## src/rtl/ring_pkg.sv

```systemverilog
package ring_pkg;
  typedef enum logic {TGT_RING = 1'b0, TGT_DUMP = 1'b1} tgt_e;
endpackage

```

## src/rtl/ring_space_calc.sv

```systemverilog
module ring_space_calc #(
  parameter int DEPTH = 32,
  parameter int CHUNK = 4
) (
  input  logic [$clog2(DEPTH)-1:0] head_i,
  input  logic [$clog2(DEPTH)-1:0] tail_i,
  output logic                     room_o
);
  localparam int AW = $clog2(DEPTH);
  localparam int SW = AW + 2;
  localparam logic signed [SW-1:0] DEPTH_S = SW'(DEPTH);
  localparam logic signed [SW-1:0] CHUNK_S = SW'(CHUNK);

  logic signed [SW-1:0] h_s, t_s, free_s;

  always_comb begin
    h_s = $signed({2'b00, head_i});
    t_s = $signed({2'b00, tail_i});
    if (head_i == tail_i)
      free_s = DEPTH_S - CHUNK_S;
    else if (head_i > tail_i)
      free_s = DEPTH_S - (h_s - t_s) - CHUNK_S;
    else
      free_s = t_s - h_s - CHUNK_S;
    room_o = (free_s > 0);
  end
endmodule

```

## src/rtl/ring_chunk_seq.sv

```systemverilog
module ring_chunk_seq #(
  parameter int DEPTH = 32,
  parameter int CHUNK = 4
) (
  input  logic                     clk,
  input  logic                     rst,
  input  logic                     in_valid_i,
  input  logic                     tail_we_i,
  input  logic [$clog2(DEPTH)-1:0] tail_wdata_i,
  input  logic                     ovf_clr_i,
  output logic                     wr_en_o,
  output logic [$clog2(DEPTH)-1:0] wr_addr_o,
  output logic [$clog2(DEPTH)-1:0] head_o,
  output logic                     dumping_o,
  output logic                     overflow_o
);
  import ring_pkg::*;

  localparam int AW = $clog2(DEPTH);
  localparam int CW = (CHUNK > 1) ? $clog2(CHUNK) : 1;
  localparam logic [AW-1:0] CHUNK_A = AW'(CHUNK);
  localparam logic [CW-1:0] LAST_K  = CW'(CHUNK - 1);

  logic [CW-1:0] off_q;
  logic [AW-1:0] head_q, tail_q;
  tgt_e          tgt_q;
  logic          ovf_q;
  logic          room;
  logic          boundary;

  ring_space_calc #(.DEPTH(DEPTH), .CHUNK(CHUNK)) u_space (
    .head_i (head_q),
    .tail_i (tail_q),
    .room_o (room)
  );

  assign boundary = in_valid_i && (off_q == LAST_K);

  always_ff @(posedge clk) begin
    if (rst) begin
      off_q  <= '0;
      head_q <= '0;
      tail_q <= '0;
      tgt_q  <= TGT_RING;
      ovf_q  <= 1'b0;
    end else begin
      if (tail_we_i)
        tail_q <= tail_wdata_i;
      if (in_valid_i)
        off_q <= boundary ? '0 : off_q + CW'(1);
      if (boundary) begin
        if (room) begin
          head_q <= head_q + CHUNK_A;
          tgt_q  <= TGT_RING;
        end else begin
          tgt_q  <= TGT_DUMP;
        end
      end
      if (boundary && !room)
        ovf_q <= 1'b1;
      else if (ovf_clr_i)
        ovf_q <= 1'b0;
    end
  end

  assign wr_en_o    = in_valid_i && (tgt_q == TGT_RING);
  assign wr_addr_o  = head_q + AW'(off_q);
  assign head_o     = head_q;
  assign dumping_o  = (tgt_q == TGT_DUMP);
  assign overflow_o = ovf_q;

  // head moves only at a chunk boundary
  p_head_hold_r3: assert property (@(posedge clk) disable iff (rst)
    !boundary |=> $stable(head_q));

  // room at a check advances the head one chunk and targets the ring
  p_advance_r5: assert property (@(posedge clk) disable iff (rst)
    (boundary && room) |=> (head_q == $past(head_q) + CHUNK_A) && (tgt_q == TGT_RING));

  // a full check diverts to discard, flags overflow, keeps head
  p_dump_r6: assert property (@(posedge clk) disable iff (rst)
    (boundary && !room) |=> (tgt_q == TGT_DUMP) && ovf_q && $stable(head_q));

  // overflow is sticky without a clear
  p_sticky_r8: assert property (@(posedge clk) disable iff (rst)
    (ovf_q && !ovf_clr_i) |=> ovf_q);

  // sample position holds when no sample arrives
  p_pos_hold_r2: assert property (@(posedge clk) disable iff (rst)
    !in_valid_i |=> $stable(off_q));
endmodule

```

## src/rtl/ring_store.sv

```systemverilog
module ring_store #(
  parameter int DW    = 16,
  parameter int DEPTH = 32
) (
  input  logic                     clk,
  input  logic                     we_i,
  input  logic [$clog2(DEPTH)-1:0] waddr_i,
  input  logic [DW-1:0]            wdata_i,
  input  logic [$clog2(DEPTH)-1:0] raddr_i,
  output logic [DW-1:0]            rdata_o
);
  logic [DW-1:0] mem [DEPTH];
  logic [DW-1:0] rd_q;

  always_ff @(posedge clk) begin
    if (we_i)
      mem[waddr_i] <= wdata_i;
    rd_q <= mem[raddr_i];
  end

  assign rdata_o = rd_q;
endmodule

```

## src/rtl/ring_chunk_writer.sv

```systemverilog
module ring_chunk_writer #(
  parameter int SAMPLE_W = 16,
  parameter int DEPTH    = 32,
  parameter int CHUNK    = 4
) (
  input  logic                     clk,
  input  logic                     rst,
  input  logic                     in_valid,
  input  logic [SAMPLE_W-1:0]      in_data,
  input  logic                     tail_we,
  input  logic [$clog2(DEPTH)-1:0] tail_wdata,
  input  logic                     ovf_clr,
  input  logic [$clog2(DEPTH)-1:0] rd_addr,
  output logic [SAMPLE_W-1:0]      rd_data,
  output logic [$clog2(DEPTH)-1:0] head_o,
  output logic                     dumping_o,
  output logic                     overflow_o
);
  localparam int AW = $clog2(DEPTH);

  logic          ring_we;
  logic [AW-1:0] ring_waddr;

  ring_chunk_seq #(.DEPTH(DEPTH), .CHUNK(CHUNK)) u_seq (
    .clk          (clk),
    .rst          (rst),
    .in_valid_i   (in_valid),
    .tail_we_i    (tail_we),
    .tail_wdata_i (tail_wdata),
    .ovf_clr_i    (ovf_clr),
    .wr_en_o      (ring_we),
    .wr_addr_o    (ring_waddr),
    .head_o       (head_o),
    .dumping_o    (dumping_o),
    .overflow_o   (overflow_o)
  );

  ring_store #(.DW(SAMPLE_W), .DEPTH(DEPTH)) u_store (
    .clk     (clk),
    .we_i    (ring_we),
    .waddr_i (ring_waddr),
    .wdata_i (in_data),
    .raddr_i (rd_addr),
    .rdata_o (rd_data)
  );

  // while discarding, nothing reaches the ring storage
  p_no_ring_write_r6: assert property (@(posedge clk) disable iff (rst)
    dumping_o |-> !ring_we);
endmodule

```

## config.mk

```make
export PLATFORM = sky130hd
export DESIGN_NAME = ring_chunk_writer
export DESIGN_NICKNAME = d
export VERILOG_FILES = /design/src/rtl/ring_pkg.sv /design/src/rtl/ring_space_calc.sv /design/src/rtl/ring_chunk_seq.sv /design/src/rtl/ring_store.sv /design/src/rtl/ring_chunk_writer.sv
export SDC_FILE = /design/constraint.sdc
export NUM_CORES = 1
export LEC_CHECK = 0
export BUFFER_PORTS_ARGS = -buffer_cell sky130_fd_sc_hd__buf_2
export CAP_MARGIN = 25
export CORE_ASPECT_RATIO = 1.1
export CORE_UTILIZATION = 55
export CTS_CLUSTER_DIAMETER = 120
export DETAILED_ROUTE_END_ITERATION = 6
export PLACE_DENSITY = 0.82
export SLEW_MARGIN = 20
export SYNTH_ARGS = -nofsm -noshare
export SYNTH_HDL_FRONTEND = slang
export SYNTH_SLANG_ARGS = --single-unit
```

## constraint.sdc

```tcl
create_clock -name clk -period 3.32 [get_ports clk]
set_input_delay 0.83 -clock clk [delete_from_list [all_inputs] [get_ports clk]]
set_output_delay 0.83 -clock clk [all_outputs]
set_load 0.02 [all_outputs]
```

==> metrics.cfg <==
[logic_synthesis]
ys_types = 42
ys_async_sr_fraction_pct = 0
ys_warn_count = 0
yosysTopAreaCell = edfxtp_1
synth_area_leaders = edfxtp_1 (74%), mux4_2 (17%), dfxtp_1 (2.7%), mux2_2 (0.87%), ha_1 (0.78%)
synth.avg_cell_area_um2 = 23.1
synth_seq_area_share_pct = 76.5
yosysTopAreaCellShare_pct = 73.9
synth_seq_cells = 540
synth_edf_count = 512
syn_inst = 903
netlist_area_um2 = 20800
yosys_most_used_dff = edfxtp_1

[place]
gp_congestion = 0.757
numPortBuffers = 51
dp_hpwl_mm = 26.2
post_dp_cell_area_um2 = 22100

[route]
via_per_inst = 6.45
routed_wl_mm = 49.2
drtPass1Iterations = 5
first_iter_violations = 1173
drc = 0
routedWlPerCell_um = 31.7
vias = 10000
antenna_left = 0

[setup_path]
cp.required_ps = 3820
crit_family = compound AO/OA/AOI/OAI gates
worst_path_most_repeated_cell = ha_1
worstPathArrival_ps = 3400
cp_slowest_stage_delay_ps = 480
critPathLaunchType = register
slowest_stage = or4_1
path_class = register to register
cp-end-kind = register
cp_num_buf_inv = 1
crit_fanout = 7
critical_path.cell_chain = inv_1 -> ha_1 -> fa_1 -> ha_1 -> a21boi_0 -> o32ai_1 -> a311oi_1 -> a221oi_2 -> or4_1 -> a21oi_1

[sta]
rsz0062_at_grt = no
final_hold_viol_count = 0
tns_ps = 0
maxSlewHeadroom_pct = 56.9
period_minus_slack_ps = 2900
fmax_mhz = 344
worst_slew_pin_slew_ps = 647
period_share_pct = 87.5
setup_violations = 0
slew_viol_final = 0
clock_skew_ps = 23.4

[power]
powerDensity_nw_per_um2 = 607
p_leak_nw = 7.67
vdd_drop_max_mv = 0.488
power_mw = 14.5

[cells_and_area]
layout-drive-gt1-share_pct = 36.2
area_growth_pct = 14.6
final_nets = 1058
design_area_um2 = 23800

[clock_network]
cts_tree = built
clk_pin_slew_ps = 60
cts.hold.buffers_added = 0
cts_max_path_buffers = 3
cts_buffers = 52
cts_root_buf = clkbuf_16
htree_levels = 2
clk_latency_ps = 580
cts.repair_timing.setup_buffer_count = 0
ctsResizeCount = 0
cts.sinks = 540

[floorplan]
die_h_um = 206
dieArea_um2 = 38600
io_pins = 54
start_util_pct = 55.9
fp.dieW_um = 188
core_um2 = 37200
num_rows = 74

[min_path]
hp-class = register to register

[global_route]
track_usage_pct = 26.5
grt_pass1_wl_mm = 70.9
globalRoute.totalOverflow = 0
grt_pass1_vias = 10700
antenna_found_initial = 2
grt_max_degree = 40

[job]
cap_violations = 0

[run_status]
status = completed

layer usage:
metal	share of wire [%]	vias up	track usage (%)
li1	-	4028	-
met1	34	5238	30.7
met2	53	604	47.7
met3	8.6	129	5.26
met4	4.4	4	12.4
met5	0.047	-	0
power by group:
part,total (mW),switching [mW],internal [mW]
Combinational,0.767,0.443,0.324
Clock,6.15,2.46,3.69
Sequential,7.57,0.0455,7.52
Total,14.5,2.94,11.5
cell type report:
| class | count | area (µm²) |
|---|---|---|
| repair buffers | 102 | 774 |
| multi-input cells | 304 | 4680 |
| clock inverters | 24 | 322 |
| inverters | 13 | 48.8 |
| fillers | 2330 | 13400 |
| diodes | 1 | 2.50 |
| well taps | 494 | 618 |
| clock buffers | 74 | 1470 |
| flip-flops and latches | 540 | 15900 |
cells in the mapped netlist (2+ instances only):
library cell and n:
nor3_1 2, buf_2 14, or3_1 4, ha_1 13, a21oi_1 7, inv_1 13
nor2b_1 2, edfxtp_1 512, xnor2_1 2, o21bai_1 2, mux2i_1 7, buf_1 2
o31ai_1 3, mux4_2 160, clkbuf_1 25, nand2b_1 3, nor2_1 43, dfxtp_1 28
a21o_1 2, nand2_1 9, buf_4 5, nand3_1 8, mux2_2 16, or4_1 3
through the flow:
step	setup WS [ps]	cells	hold slack, ps	util, %
floorplan	650	904	460	-
global placement	414	1453	458	59.3
detailed placement	391	1453	465	59.3
CTS	414	1551	480	64.1
global route	228	1551	496	64.1
finish	416	1552	479	64.1
final timing paths:
check / to / depth (start not counted) / startpoint / slack [ps]
hold / removal: u_seq.overflow_o / 2 / u_seq.overflow_o / 480
setup reg to reg: u_seq.head_o[4] / 10 / u_seq.tail_q[2] / 420
hold reg to reg: u_seq.overflow_o / 2 / u_seq.overflow_o / 480
setup / recovery: u_seq.head_o[4] / 10 / u_seq.tail_q[2] / 420
placed cells by master, fill, tap and decap left out, types with 3 or more instances in the layout:
cell type / instances
nand3_1: 8
clkbuf_16: 53
clkbuf_8: 7
inv_1: 13
buf_12: 10
or3_1: 4
or4_1: 3
clkbuf_1: 15
a21oi_1: 7
edfxtp_1: 512
buf_4: 42
clkinv_1: 7
mux2_2: 16
buf_2: 49
nor2_1: 17
nand2b_1: 3
mux4_2: 160
ha_1: 13
mux2i_1: 7
clkinv_2: 6
dfxtp_1: 28
nand2_1: 9
nor2_2: 26
bufinv_16: 8
o31ai_1: 3
cells by family after synthesis:
kind of cell | after synthesis | synth area share, %
flip-flops | 540 | 76.5
multiplexers | 183 | 18.5
AND/OR/NAND/NOR | 77 | 1.65
buffers and inverters | 60 | 1.29
AO/OA/AOI/OAI | 25 | 0.980
adder cells (fa/ha/maj) | 14 | 0.877
XOR/XNOR | 3 | 0.126
other | 1 | 0.0180
sequential cells by signal, indices dropped and copies added, names as in the netlist:
name	count
u_seq.off_q	2
u_store.rdata_o	16
u_seq.tail_q	5
u_store.mem	512
u_seq.overflow_o	1
u_seq.head_o	3
u_seq.dumping_o	1
tightest hold or removal path, cell delays in order, from the launching register on:
cell and delay (ps):
dfxtp_1 310, nand2b_1 60, a21oi_1 60
Power figures use the tool's default switching activity.
